`config.mk`:
```
export PLATFORM = sky130hd
export DESIGN_NAME = phy_train_pacer
export DESIGN_NICKNAME = d
export VERILOG_FILES = /design/src/rtl/phy_train_pkg.sv /design/src/rtl/trn_watchdog.sv /design/src/rtl/trn_pulse_gen.sv /design/src/rtl/phy_train_pacer.sv
export SDC_FILE = /design/constraint.sdc
export NUM_CORES = 1
export LEC_CHECK = 0
export BUFFER_PORTS_ARGS = -buffer_cell sky130_fd_sc_hd__buf_2
export CAP_MARGIN = 20
export CORE_ASPECT_RATIO = 0.75
export CORE_MARGIN = 4
export CORE_UTILIZATION = 50
export DETAILED_ROUTE_END_ITERATION = 10
export GPL_ROUTABILITY_DRIVEN = 0
export PLACE_DENSITY = 0.76
export SETUP_SLACK_MARGIN = 0.15
export SLEW_MARGIN = 20
export SYNTH_ARGS = -nofsm -noshare
export SYNTH_HDL_FRONTEND = slang
export SYNTH_SLANG_ARGS = --single-unit
```
`constraint.sdc`:
```
create_clock -name clk_i -period 3.3 [get_ports clk_i]
set_clock_uncertainty 0.2 [all_clocks]
set_input_delay 0.495 -clock clk_i [delete_from_list [all_inputs] [get_ports clk_i]]
set_output_delay 0.495 -clock clk_i [all_outputs]
set_load 0.05 [all_outputs]
```
`src/rtl/phy_train_pkg.sv`:
```
package phy_train_pkg;
  localparam int unsigned CFG_W = 5;

  typedef struct packed {
    logic [CFG_W-1:0] wd_exp;
    logic             wl_sel;
    logic [CFG_W-1:0] turn_dly;
  } train_cfg_t;

  localparam train_cfg_t CFG_RESET = '{wd_exp: '0, wl_sel: 1'b0, turn_dly: 5'd15};

  localparam int unsigned WL_SHORT = 16;
  localparam int unsigned WL_LONG  = 32;
endpackage

```
`src/rtl/trn_watchdog.sv`:
```
module trn_watchdog #(
  parameter int unsigned EXP_W = 5,
  localparam int unsigned CNT_W = 1 << EXP_W
) (
  input  logic             clk_i,
  input  logic             rst_ni,
  input  logic             clear_i,
  input  logic [EXP_W-1:0] exp_i,
  output logic             expire_o
);
  logic [CNT_W-1:0] cnt_q;
  logic [CNT_W-1:0] limit;

  assign limit    = (CNT_W'(1) << exp_i) - CNT_W'(1);
  assign expire_o = (cnt_q == limit);

  always_ff @(posedge clk_i or negedge rst_ni) begin
    if (!rst_ni)      cnt_q <= '0;
    else if (clear_i) cnt_q <= '0;
    else              cnt_q <= cnt_q + CNT_W'(1);
  end

  // the count stays within the programmed window while running
  assert_wd_bound_R3: assert property (@(posedge clk_i) disable iff (!rst_ni)
    !clear_i |-> (cnt_q <= limit));
endmodule

```
`src/rtl/trn_pulse_gen.sv`:
```
module trn_pulse_gen #(
  parameter int unsigned PER_W = 6
) (
  input  logic             clk_i,
  input  logic             rst_ni,
  input  logic             active_i,
  input  logic [PER_W-1:0] period_i,
  output logic             pulse_o
);
  logic [PER_W-1:0] cnt_q;
  logic [PER_W-1:0] eff;
  logic             wrap;

  assign eff     = (period_i == '0) ? PER_W'(1) : period_i;
  assign wrap    = (cnt_q == eff - PER_W'(1));
  assign pulse_o = active_i && wrap;

  always_ff @(posedge clk_i or negedge rst_ni) begin
    if (!rst_ni)        cnt_q <= '0;
    else if (!active_i) cnt_q <= '0;
    else if (wrap)      cnt_q <= '0;
    else                cnt_q <= cnt_q + PER_W'(1);
  end

  // a period above one never yields back-to-back pulses
  assert_pulse_spacing_R9: assert property (@(posedge clk_i) disable iff (!rst_ni)
    (pulse_o && eff > PER_W'(1)) |=> !pulse_o);
endmodule

```
`src/rtl/phy_train_pacer.sv`:
```
module phy_train_pacer #(
  parameter int unsigned NUM_STEPS = 4,
  parameter int unsigned WL_STEP   = 1,
  parameter int unsigned DQS_STEP  = 2,
  localparam int unsigned STEP_W   = (NUM_STEPS > 1) ? $clog2(NUM_STEPS) : 1
) (
  input  logic                 clk_i,
  input  logic                 rst_ni,
  input  logic                 start_i,
  input  logic [NUM_STEPS-1:0] step_done_i,
  input  logic [4:0]           wd_exp_i,
  input  logic                 wl_space_sel_i,
  input  logic [4:0]           turn_dly_i,
  output logic [STEP_W-1:0]    step_o,
  output logic [NUM_STEPS-1:0] step_start_o,
  output logic                 busy_o,
  output logic                 train_done_o,
  output logic [NUM_STEPS-1:0] timeout_o,
  output logic                 wl_cas_o,
  output logic                 turn_o
);
  import phy_train_pkg::*;

  localparam int unsigned PER_W = 6;
  localparam logic [STEP_W-1:0] LAST_IDX = STEP_W'(NUM_STEPS - 1);
  localparam logic [STEP_W-1:0] WL_IDX   = STEP_W'(WL_STEP);
  localparam logic [STEP_W-1:0] DQS_IDX  = STEP_W'(DQS_STEP);

  train_cfg_t           cfg_q;
  logic [STEP_W-1:0]    step_q;
  logic                 busy_q, done_q;
  logic [NUM_STEPS-1:0] flag_q, sstart_q;
  logic                 accept, expire, step_fin, adv, is_last;

  assign accept   = start_i && !busy_q;
  assign step_fin = step_done_i[step_q];
  assign adv      = busy_q && (step_fin || expire);
  assign is_last  = (step_q == LAST_IDX);

  always_ff @(posedge clk_i or negedge rst_ni) begin
    if (!rst_ni) cfg_q <= CFG_RESET;
    else if (accept) cfg_q <= '{wd_exp: wd_exp_i, wl_sel: wl_space_sel_i, turn_dly: turn_dly_i};
  end

  always_ff @(posedge clk_i or negedge rst_ni) begin
    if (!rst_ni) begin
      step_q <= '0; busy_q <= 1'b0; done_q <= 1'b0;
      flag_q <= '0; sstart_q <= '0;
    end else if (accept) begin
      step_q <= '0; busy_q <= 1'b1; done_q <= 1'b0;
      flag_q <= '0; sstart_q <= NUM_STEPS'(1);
    end else if (adv) begin
      if (expire && !step_fin) flag_q[step_q] <= 1'b1;
      if (is_last) begin
        busy_q   <= 1'b0;
        done_q   <= 1'b1;
        sstart_q <= '0;
      end else begin
        step_q   <= step_q + STEP_W'(1);
        sstart_q <= NUM_STEPS'(1) << (step_q + STEP_W'(1));
      end
    end else begin
      sstart_q <= '0;
    end
  end

  trn_watchdog #(.EXP_W(CFG_W)) u_wd (
    .clk_i, .rst_ni,
    .clear_i (!busy_q || adv),
    .exp_i   (cfg_q.wd_exp),
    .expire_o(expire)
  );

  generate
    if (WL_STEP < NUM_STEPS) begin : g_wl
      trn_pulse_gen #(.PER_W(PER_W)) u_wl (
        .clk_i, .rst_ni,
        .active_i(busy_q && step_q == WL_IDX),
        .period_i(cfg_q.wl_sel ? PER_W'(WL_LONG) : PER_W'(WL_SHORT)),
        .pulse_o (wl_cas_o)
      );
    end else begin : g_no_wl
      assign wl_cas_o = 1'b0;
    end
    if (DQS_STEP < NUM_STEPS) begin : g_turn
      trn_pulse_gen #(.PER_W(PER_W)) u_turn (
        .clk_i, .rst_ni,
        .active_i(busy_q && step_q == DQS_IDX),
        .period_i({1'b0, cfg_q.turn_dly}),
        .pulse_o (turn_o)
      );
    end else begin : g_no_turn
      assign turn_o = 1'b0;
    end
  endgenerate

  assign step_o       = step_q;
  assign step_start_o = sstart_q;
  assign busy_o       = busy_q;
  assign train_done_o = done_q;
  assign timeout_o    = flag_q;

  assert_done_advance_R4: assert property (@(posedge clk_i) disable iff (!rst_ni)
    (busy_q && step_fin && !is_last) |=> (step_q == STEP_W'($past(step_q) + STEP_W'(1))));
  assert_flag_sticky_R5: assert property (@(posedge clk_i) disable iff (!rst_ni)
    busy_q |=> ((flag_q & $past(flag_q)) == $past(flag_q)));
  assert_start_onehot_R6: assert property (@(posedge clk_i) disable iff (!rst_ni)
    $onehot0(sstart_q));
  assert_done_idle_R7: assert property (@(posedge clk_i) disable iff (!rst_ni)
    done_q |-> !busy_q);
  assert_start_ignored_R8: assert property (@(posedge clk_i) disable iff (!rst_ni)
    (start_i && busy_q && !adv) |=> (busy_q && step_q == $past(step_q)));
  assert_wl_in_step_R9: assert property (@(posedge clk_i) disable iff (!rst_ni)
    wl_cas_o |-> (busy_q && step_q == WL_IDX));
  assert_turn_in_step_R10: assert property (@(posedge clk_i) disable iff (!rst_ni)
    turn_o |-> (busy_q && step_q == DQS_IDX));
endmodule

```
==> out/results.tsv, run 1 <==
stage	metric	value	unit
outcome	status	complete, but fails checks	
outcome	violated checks	negative setup slack	
cts	CTS tree	yes	
setup_path	crit end category	flop	
power_and_ir_drop	VDD IR-drop max	0.000561	V
cts	clock transition at the registers of the reported paths	0.05	ns
timing	worst-margin pin slew	0.909	ns
synthesis	largest family of logic cells by synthesized area	simple AND/OR/NAND/NOR gates	
finish	Layout area overhead	25.2	%
finish	share of layout cells above drive strength 1	26.2	%
setup_path	critical path arrival	3.44	ns
global_route	first-pass GRT wire length	19100	um
setup_path	Req. time, crit path	3.31	ns
floorplanning	die width	116	um
floorplanning	core area	0.00853	sq mm
placed_design	IO buf count	31	
synthesis	register area share after synthesis	38.3	%
setup_path	Crit path max-delay family	simple AND/OR/NAND/NOR gates	
synthesis	unique cell type count in the Yosys netlist	71	
detailed_routing	vias	4131	
synthesis	Yosys top cell by area	dfrtp_1	
cts	worst skew pair latency	0.33	ns
global_route	total grt overflow	0	
timing	Slew Limit Headroom	38.6	%
global_route	initial antenna violation count	0	
synthesis	post-synth top area share	35.9	%
cts	CTS sink cnt	67	
placed_design	Setup WS pre-CTS	-0.318	ns
floorplanning	IO Count	32	
synthesis	Synth Area per Inst	8.60	sq um
setup_path	CP startpoint kind	flop	
setup_path	Worst Path Max Fanout	8	
synthesis	top post-synthesis cells by area	dfrtp_1 (36%), nor2_1 (6.0%), xnor2_1 (5.2%)	
timing	final critical-path share of the clock period	104	%
timing	Final Hold Fails	0	
synthesis	Syn Nets	541	
synthesis	Cells after Synth	511	
setup_path	crit path kind	reg -> reg	
detailed_routing	drc violations	0	
timing	final worst setup slack	-0.130	ns
detailed_routing	routed wire length	12500	um
timing	Hold Slack	0.145	ns
synthesis	#FFs+latches synth	67	
placed_design	post-DP HPWL	8270	um
setup_path	slowest CP cell	or4b_4	
placed_design	Placed Cells	642	
synthesis	Synth Area in Simple Gates	27.0	%
finish	fill cell count	653	
finish	Final Non-Filler Cells	666	
synthesis	post-synthesis compound-gate area fraction	14.2	%
synthesis	YS warnings	0	
synthesis	EDFF count, synth	0	
timing	Finish-stage setup viols	43	
detailed_routing	Post-DRT Antenna Nets	0	
timing	Slew Viols, Final	0	
detailed_routing	Pre-antenna DRT Iters	6	
cts	CTS H-Tree Depth	3	
finish	Multi-input gate area	0.00286	sq mm
power_and_ir_drop	P_leak	2.26	nW
detailed_routing	DRT iter0 DRCs	495	
setup_path	worst-path cell chain	buf_4, nor3_2, nand3_2, ha_4, or4b_4, o311ai_4, or3_1, nand4_1, nor4b_4, a211o_4, clkbuf_16, nor2_4	
power_and_ir_drop	Total Power	4.85	mW
floorplanning	Core Rows	29	
cts	total CTS buffers	9	
detailed_routing	average wire per standard cell	18.8	um
timing	RSZ-0062 raised after global routing	yes	
synthesis	most frequent cells after synthesis	nor2_1 (70), dfrtp_1 (63), nand2_1 (50)	
global_route	vias in the first global route	3752	
finish	Reg area	0.00168	sq mm
synthesis	Post-synth ARST share	100	%
setup_path	crit path buf inv count	2	
global_route	Total Routing Usage GR	23.7	%
synthesis	top_reg_cell synth	dfrtp_1	
setup_path	Worst path max stage delay	0.55	ns
timing	Tmin final	3.43	ns
floorplanning	Die Y	89.2	um
synthesis	mux cell area share after synthesis	1.74	%
cts	clk buf depth	2	
power_and_ir_drop	PD cells	881	mW/mm^2
hold_path	HP Class	in -> reg	
detailed_routing	mean number of vias per cell	6.20	
cts	CTS root buf	clkbuf_16	
synthesis	Synth Area in XOR/XNOR	10.3	%
floorplanning	die area	0.0104	sq mm
finish	ant diodes	0	
synthesis	cell area after synthesis	0.00439	sq mm
global_route	largest net degree at the start of global routing	46	
job	max_cap viols	0	
finish	Final nets	583	
timing	Achievable Freq	292	MHz
floorplanning	Starting Density	51.5	%
synthesis	Post-Synth Adder-Cell Area	3.42	%
synthesis	count leader, synth	nor2_1	
-- where the power goes --
group | leakage (nW) | total (mW) | internal [mW] | switching, mW
clock network | 0.141 | 0.944 | 0.605 | 0.339
logic | 1.23 | 2.77 | 1.08 | 1.69
registers | 0.895 | 1.13 | 0.975 | 0.159
-- final timing paths --
| check | startpoint | to | cells after the start | slack, ns |
|---|---|---|---|---|
| hold / removal | turn_dly_i[0] | cfg_q[0] | 3 | 0.15 |
| max in group asynchronous | rst_ni | g_wl.u_wl.cnt_q[3] | 3 | 1.43 |
| setup / recovery | cfg_q[7] | u_wd.cnt_q[25] | 12 | -0.13 |
| setup reg to reg | cfg_q[7] | u_wd.cnt_q[25] | 12 | -0.13 |
| min in group asynchronous | rst_ni | g_turn.u_turn.cnt_q[2] | 2 | 0.49 |
| hold reg to reg | g_wl.u_wl.cnt_q[0] | g_wl.u_wl.cnt_q[0] | 1 | 0.26 |
-- kinds of logic (layout without fill, tap and decap cells) --
family,count (synthesis),count (layout)
xor+xnor,50,50
simple gates,234,234
buf+inv,54,101
fa+ha+maj,12,12
compound gates,88,88
mux,6,6
flops,67,67
-- layer usage --
metal / routed length [um] / share of wire [%] / GRT usage (%) / vias up
li1: - / - / - / 1888
met1: 5450 / 44 / 34.7 / 1998
met2: 5670 / 45 / 35.4 / 220
met3: 1220 / 9.7 / 5.75 / 25
met4: 176 / 1.4 / 5.80 / 0
met5: 0 / 0 / 0 / -
-- worst min-delay path: stages --
cell	delay [ns]
buf_2	0.10
nand2_1	0.04
nand2_1	0.04
-- what timing repair did --
action                     4_1_cts  5_1_grt
setup buffers                    2        2
gates cloned                     0        3
hold buffers                     1        0
pin swaps                        8       30
setup endpoints to repair       45       45
hold endpoints to repair        21        0
resized for setup               29       62
-- metrics by stage --
step                      instance area [sq um]  TNS, ns  util [%]
after floorplan                            4460        0         -
after global placement                     4760    -3.13      55.8
after detailed placement                   4760    -7.84      55.8
after CTS                                  5190   -0.559      60.9
after global routing                       5500    -8.42      64.5
final                                      5500    -3.75      64.5
-- placed cells by master (no fill, tap or decap), types with 5 or more instances in the layout --
cell and count:
nand4_1 12, ha_1 11, o21ai_0 16, nor2_2 7, xor2_1 23, and2_1 5, nor3_1 9, nand3_1 30
dfrtp_1 63, nor2_4 21, nor2b_1 6, nor3b_1 5, inv_1 21, xnor2_1 25, clkbuf_16 11, buf_2 30
buf_4 23, nor2_1 42, a21oi_1 8, nand2_1 50, and3_1 8
-- layout make-up --
| class | instances | share of cell area (%) |
|---|---|---|
| Multi-Input combinational cell | 390 | 52.0 |
| Sequential cell | 67 | 30.6 |
| Timing Repair Buffer | 60 | 8.01 |
| Clock buffer | 14 | 4.62 |
| Tap cell | 108 | 2.46 |
| Inverter | 25 | 1.75 |
| Clock inverter | 2 | 0.637 |
-- registers in the layout, indices dropped and copies added, names as in the netlist --
| name | count |
|---|---|
| u_wd.cnt_q | 32 |
| step_o | 2 |
| g_wl.u_wl.cnt_q | 6 |
| cfg_q | 11 |
| step_start_o | 4 |
| timeout_o | 4 |
| busy_o | 1 |
| train_done_o | 1 |
| g_turn.u_turn.cnt_q | 6 |
No activity file was read; power rests on OpenSTA's default activity.
==> run 2: changes to the inputs <==
--- a/config.mk
+++ b/config.mk
@@ -12,7 +12,7 @@
 export CORE_UTILIZATION = 50
 export DETAILED_ROUTE_END_ITERATION = 10
 export GPL_ROUTABILITY_DRIVEN = 0
-export PLACE_DENSITY = 0.76
+export PLACE_DENSITY = 0.68
 export SETUP_SLACK_MARGIN = 0.15
 export SLEW_MARGIN = 20
 export SYNTH_ARGS = -nofsm -noshare
==> run 2 against run 1 <==
Compared with the run above: critical path type unchanged; power about the same; clock power down 2%; the run still ends with negative setup slack left; largest power group unchanged; utilization down 0.12 points.
==> out/results.tsv, run 2 (synthesized netlist as in run 1, its figures left out) <==
stage	metric	value	unit
outcome	status	complete, but fails checks	
outcome	violated checks	negative setup slack	
global_route	initial antenna violation count	0	
cts	clk buf depth	2	
floorplanning	IO Count	32	
placed_design	post-DP HPWL	8030	um
timing	Finish-stage setup viols	42	
timing	Slew Viols, Final	0	
finish	top flop regs	u_wd.cnt_q: 32 flops, cfg_q: 11 flops	
floorplanning	die area	0.0104	sq mm
floorplanning	die width	116	um
finish	ant diodes	0	
setup_path	Req. time, crit path	3.32	ns
cts	worst skew pair latency	0.33	ns
timing	Achievable Freq	285	MHz
finish	Final Non-Filler Cells	675	
finish	share of layout cells above drive strength 1	25.9	%
floorplanning	core area	0.00853	sq mm
floorplanning	Die Y	89.2	um
detailed_routing	routed wire length	12200	um
power_and_ir_drop	PD cells	883	mW/mm^2
finish	Reg area	0.00168	sq mm
finish	Reg with most FFs	u_wd.cnt_q	
finish	max reg flops	32	
timing	Final TNS setup	-7.63	ns
global_route	first-pass GRT wire length	19500	um
detailed_routing	DRT iter0 DRCs	508	
placed_design	Placed Cells	646	
finish	Final nets	594	
finish	Layout area overhead	25.0	%
detailed_routing	Pre-antenna DRT Iters	6	
floorplanning	Starting Density	51.5	%
detailed_routing	vias	4065	
setup_path	critical path arrival	3.53	ns
setup_path	CP startpoint kind	flop	
power_and_ir_drop	P_leak	2.32	nW
cts	CTS tree	yes	
power_and_ir_drop	VDD IR-drop max	0.000506	V
global_route	vias in the first global route	3807	
detailed_routing	mean number of vias per cell	6.02	
timing	final critical-path share of the clock period	107	%
hold_path	HP Class	in -> reg	
cts	total CTS buffers	9	
global_route	total grt overflow	0	
timing	final worst setup slack	-0.215	ns
detailed_routing	Post-DRT Antenna Nets	0	
setup_path	crit end category	flop	
global_route	largest net degree at the start of global routing	39	
global_route	Total Routing Usage GR	24.1	%
detailed_routing	drc violations	0	
timing	RSZ-0062 raised after global routing	yes	
job	max_cap viols	0	
detailed_routing	average wire per standard cell	18.1	um
timing	Slew Limit Headroom	36.7	%
cts	CTS root buf	clkbuf_16	
finish	fill cell count	696	
setup_path	crit path kind	reg -> reg	
floorplanning	Core Rows	29	
timing	worst-margin pin slew	0.937	ns
placed_design	IO buf count	31	
finish	commonest non-fill, non-tap cell in the layout	dfrtp_1	
finish	Multi-input gate area	0.00275	sq mm
setup_path	Worst Path Max Fanout	8	
cts	clock transition at the registers of the reported paths	0.05	ns
timing	Tmin final	3.51	ns
timing	Final Hold Fails	0	
finish	commonest cells after routing, fill and taps aside	dfrtp_1 (63), nor2_1 (50), nand2_1 (50), buf_4 (31)	
cts	CTS H-Tree Depth	3	
cts	CTS sink cnt	67	
run 2: report_power, final:
group / switching (mW) / total (mW) / leakage (nW) / internal, mW
Combinational: 1.67 / 2.81 / 1.28 / 1.14
Clock: 0.331 / 0.925 / 0.141 / 0.594
Sequential: 0.138 / 1.11 / 0.895 / 0.973
run 2: worst max-delay path, cell delays in order, from the launching register on:
cell,delay (ns)
dfrtp_1,0.37
or3_4,0.40
nor2_4,0.10
inv_2,0.05
ha_4,0.19
or4b_4,0.50
o311ai_4,0.25
or3_1,0.16
nand4_1,0.19
nor4b_4,0.39
a211o_1,0.23
buf_6,0.15
buf_16,0.14
nor2_1,0.05
run 2: metal layers:
layer	wire, um	vias to the layer above	GRT usage, %
met3	1030	40	6.16
met4	248	0	7.06
met1	5560	1936	35.0
met2	5370	174	35.6
li1	-	1915	-
met5	0	-	0
run 2: metrics by stage:
| stage | util (%) | setup WS, ns | power, mW | hold WS (ns) | area (sq um) |
|---|---|---|---|---|---|
| 2_1_floorplan | - | 0.00981 | 2.79 | -0.000591 | 4460 |
| 3_3_place_gp | 56.2 | -0.168 | 3.33 | 0.245 | 4790 |
| 3_5_place_dp | 56.2 | -0.200 | 3.37 | 0.253 | 4790 |
| 4_1_cts | 62.4 | -0.0956 | 4.61 | 0.148 | 5320 |
| 5_1_grt | 64.4 | -0.292 | 5.12 | 0.164 | 5490 |
| 6_report | 64.4 | -0.215 | 4.85 | 0.158 | 5490 |
run 2: layout make-up:
| cell class | instances | share of cell area [%] |
|---|---|---|
| Sequential cell | 67 | 30.6 |
| Clock buffer | 11 | 4.42 |
| Inverter | 25 | 1.75 |
| Tap cell | 108 | 2.46 |
| Multi-Input combinational cell | 390 | 50.0 |
| Timing Repair Buffer | 71 | 10.0 |
| Clock inverter | 3 | 0.729 |
run 2: path summary, 6_finish.rpt:
kind	start	end	slack, ns	cells past startpoint
setup reg to reg	cfg_q[8]	u_wd.cnt_q[18]	-0.21	13
hold reg to reg	g_wl.u_wl.cnt_q[0]	g_wl.u_wl.cnt_q[0]	0.26	1
min in group asynchronous	rst_ni	u_wd.cnt_q[11]	0.44	2
hold / removal	turn_dly_i[2]	cfg_q[2]	0.16	3
setup / recovery	cfg_q[8]	u_wd.cnt_q[18]	-0.21	13
max in group asynchronous	rst_ni	cfg_q[1]	1.67	3
run 2: repair_timing:
| action | 4_1_cts | 5_1_grt |
|---|---|---|
| gates resized for setup | 35 | 33 |
| buffers inserted | 9 | 2 |
| cloned | 2 | 1 |
| hold endpoints to repair | 18 | 0 |
| pin swaps | 21 | 18 |
| endpoints found under the setup margin | 45 | 45 |
| hold buffers | 1 | 0 |
==> run 3: changes to the inputs <==
--- a/config.mk
+++ b/config.mk
@@ -5,6 +5,7 @@
 export SDC_FILE = /design/constraint.sdc
 export NUM_CORES = 1
 export LEC_CHECK = 0
+export ABC_AREA = 1
 export BUFFER_PORTS_ARGS = -buffer_cell sky130_fd_sc_hd__buf_2
 export CAP_MARGIN = 20
 export CORE_ASPECT_RATIO = 0.75
==> run 3 against run 2 <==
Compared with the run above: the flow now finishes without violations; sequential share of layout area decreased by 0.59 points; flip-flop and latch count unchanged; non-clock buffer count fell by 17; largest power group unchanged; critical endpoint is now turn_o; combinational power increased by 12%; die area up 5.9%.
==> out/results.tsv, run 3 <==
stage	metric	value	unit
outcome	status	finished, final reports clean	
timing	Hold Slack	0.0504	ns
synthesis	cell area after synthesis	0.00468	sq mm
floorplanning	Starting Density	51.5	%
finish	commonest non-fill, non-tap cell in the layout	nand2_1	
placed_design	post-DP HPWL	8930	um
global_route	vias in the first global route	4121	
synthesis	Cells after Synth	679	
finish	max reg flops	32	
timing	final critical-path share of the clock period	94.4	%
floorplanning	IO Count	32	
detailed_routing	drc violations	0	
cts	CTS tree	yes	
timing	Final Hold Fails	0	
placed_design	IO buf count	31	
setup_path	critical path arrival	2.42	ns
synthesis	count leader, synth	nand2_1	
power_and_ir_drop	VDD IR-drop max	0.000669	V
finish	Reg area	0.00168	sq mm
cts	CTS sink cnt	67	
floorplanning	Die Y	91.7	um
global_route	initial antenna violation count	1	
finish	Multi-input gate area	0.00276	sq mm
timing	RSZ-0062 raised after global routing	no	
timing	Achievable Freq	321	MHz
synthesis	Syn Nets	709	
job	max_cap viols	0	
timing	Slew Viols, Final	0	
synthesis	Synth Area per Inst	6.89	sq um
cts	total CTS buffers	9	
detailed_routing	average wire per standard cell	14.3	um
global_route	total grt overflow	0	
global_route	Total Routing Usage GR	22.3	%
timing	final worst setup slack	0.185	ns
synthesis	Yosys top cell by area	dfrtp_1	
setup_path	Worst Path Max Fanout	3	
cts	clk buf depth	2	
timing	Final TNS setup	0	ns
synthesis	YS warnings	0	
floorplanning	die area	0.0110	sq mm
synthesis	register area share after synthesis	36.0	%
setup_path	CP startpoint kind	flop	
detailed_routing	routed wire length	12300	um
finish	Layout area overhead	19.9	%
finish	commonest cells after routing, fill and taps aside	nand2_1 (178), nor2_1 (106), inv_1 (79), dfrtp_1 (62), nand3_1 (56)	
floorplanning	core area	0.00908	sq mm
global_route	largest net degree at the start of global routing	37	
synthesis	post-synth top area share	33.7	%
synthesis	#FFs+latches synth	67	
synthesis	top post-synthesis cells by area	dfrtp_1 (34%), nand2_1 (14%), nor2_1 (9.2%)	
cts	post-cts hold buffer count	0	
detailed_routing	mean number of vias per cell	5.27	
synthesis	top_reg_cell synth	dfrtp_1	
finish	Core Util, Final	61.7	%
floorplanning	die width	120	um
finish	top flop regs	u_wd.cnt_q: 32 flops, cfg_q: 11 flops	
finish	ant diodes	0	
finish	Reg with most FFs	u_wd.cnt_q	
timing	worst-margin pin slew	0.821	ns
finish	share of layout cells above drive strength 1	16.1	%
detailed_routing	Post-DRT Antenna Nets	0	
setup_path	crit path kind	reg -> out	
detailed_routing	vias	4560	
placed_design	Setup WS pre-CTS	0.255	ns
floorplanning	Core Rows	30	
synthesis	most frequent cells after synthesis	nand2_1 (179), nor2_1 (115), inv_1 (80)	
power_and_ir_drop	PD cells	956	mW/mm^2
finish	fill cell count	842	
cts	CTS H-Tree Depth	3	
synthesis	unique cell type count in the Yosys netlist	39	
cts	worst skew pair latency	0.35	ns
hold_path	HP Class	in -> async	
setup_path	Req. time, crit path	2.60	ns
finish	Final nets	762	
timing	Tmin final	3.11	ns
cts	CTS root buf	clkbuf_16	
synthesis	EDFF count, synth	0	
setup_path	crit end category	output port	
global_route	first-pass GRT wire length	19700	um
detailed_routing	DRT iter0 DRCs	507	
power_and_ir_drop	P_leak	2.65	nW
synthesis	Post-synth ARST share	100	%
timing	Slew Limit Headroom	45.3	%
detailed_routing	Pre-antenna DRT Iters	5	
cts	clock transition at the registers of the reported paths	0.06	ns
timing	Finish-stage setup viols	0	
run 3: layer usage:
layer / up-vias / share of wire (%) / wire length [um] / GRT usage, %
met5: - / 0 / 0 / 0
met4: 0 / 2.4 / 294 / 8.20
met3: 32 / 7.9 / 971 / 4.93
met2: 176 / 43 / 5260 / 32.7
met1: 2093 / 47 / 5820 / 32.2
li1: 2259 / - / - / -
run 3: stage by stage:
step                      total power, mW  instance area, sq um  std cells
after floorplan                      3.14                  4680        679
after global placement               3.77                  5030        838
after detailed placement             3.82                  5030        838
after CTS                            4.92                  5370        854
after global routing                 5.74                  5600        865
final                                5.36                  5600        865
run 3: repair_timing:
action                                  4_1_cts  5_1_grt
pin swaps                                     0       14
gates cloned                                  0        1
endpoints found under the setup margin        1       45
gates resized for setup                       6       28
buffers inserted                              0       10
run 3: worst paths after layout:
check | from | endpoint | slack [ns] | cells past startpoint
max | cfg_q[3] | turn_o | 0.19 | 9
min | rst_ni | u_wd.cnt_q[18] | 0.05 | 1
max reg2reg | cfg_q[8] | u_wd.cnt_q[15] | 0.37 | 21
min reg2reg | g_wl.u_wl.cnt_q[0] | g_wl.u_wl.cnt_q[0] | 0.27 | 1
max in group asynchronous | rst_ni | g_wl.u_wl.cnt_q[3] | 2.09 | 2
min in group clk_i | turn_dly_i[4] | cfg_q[4] | 0.16 | 3
run 3: where the power goes:
group | total [mW] | internal [mW] | switching, mW | leakage, nW
combinational | 3.14 | 1.09 | 2.05 | 1.61
clock | 1.04 | 0.664 | 0.379 | 0.153
sequential | 1.17 | 0.996 | 0.177 | 0.892
run 3: critical path, stage by stage (launching register included):
cell	delay (ns)
dfstp_2	0.55
nor2_1	0.06
a21oi_2	0.19
ha_4	0.19
xnor2_4	0.15
o22ai_2	0.13
a2111oi_4	0.27
nand3_1	0.18
nor2_2	0.17
buf_6	0.17
run 3: layout make-up:
cell class | instances | share of cell area (%)
well taps | 128 | 2.86
clock inverters | 6 | 1.61
repair buffers | 54 | 6.56
flip-flops and latches | 67 | 30.0
multi-input cells | 516 | 49.2
inverters | 84 | 5.63
clock buffers | 10 | 4.09
run 3: logic make-up (layout without fill, tap and decap cells):
| logic type | count (synthesis) | after routing | synth area share (%) |
|---|---|---|---|
| buffers and inverters | 96 | 154 | 8.16 |
| XOR/XNOR | 39 | 39 | 7.60 |
| flip-flops | 67 | 67 | 36.0 |
| AND/OR/NAND/NOR | 423 | 423 | 40.0 |
| AO/OA/AOI/OAI | 42 | 42 | 5.03 |
| adder cells (fa/ha/maj) | 12 | 12 | 3.21 |
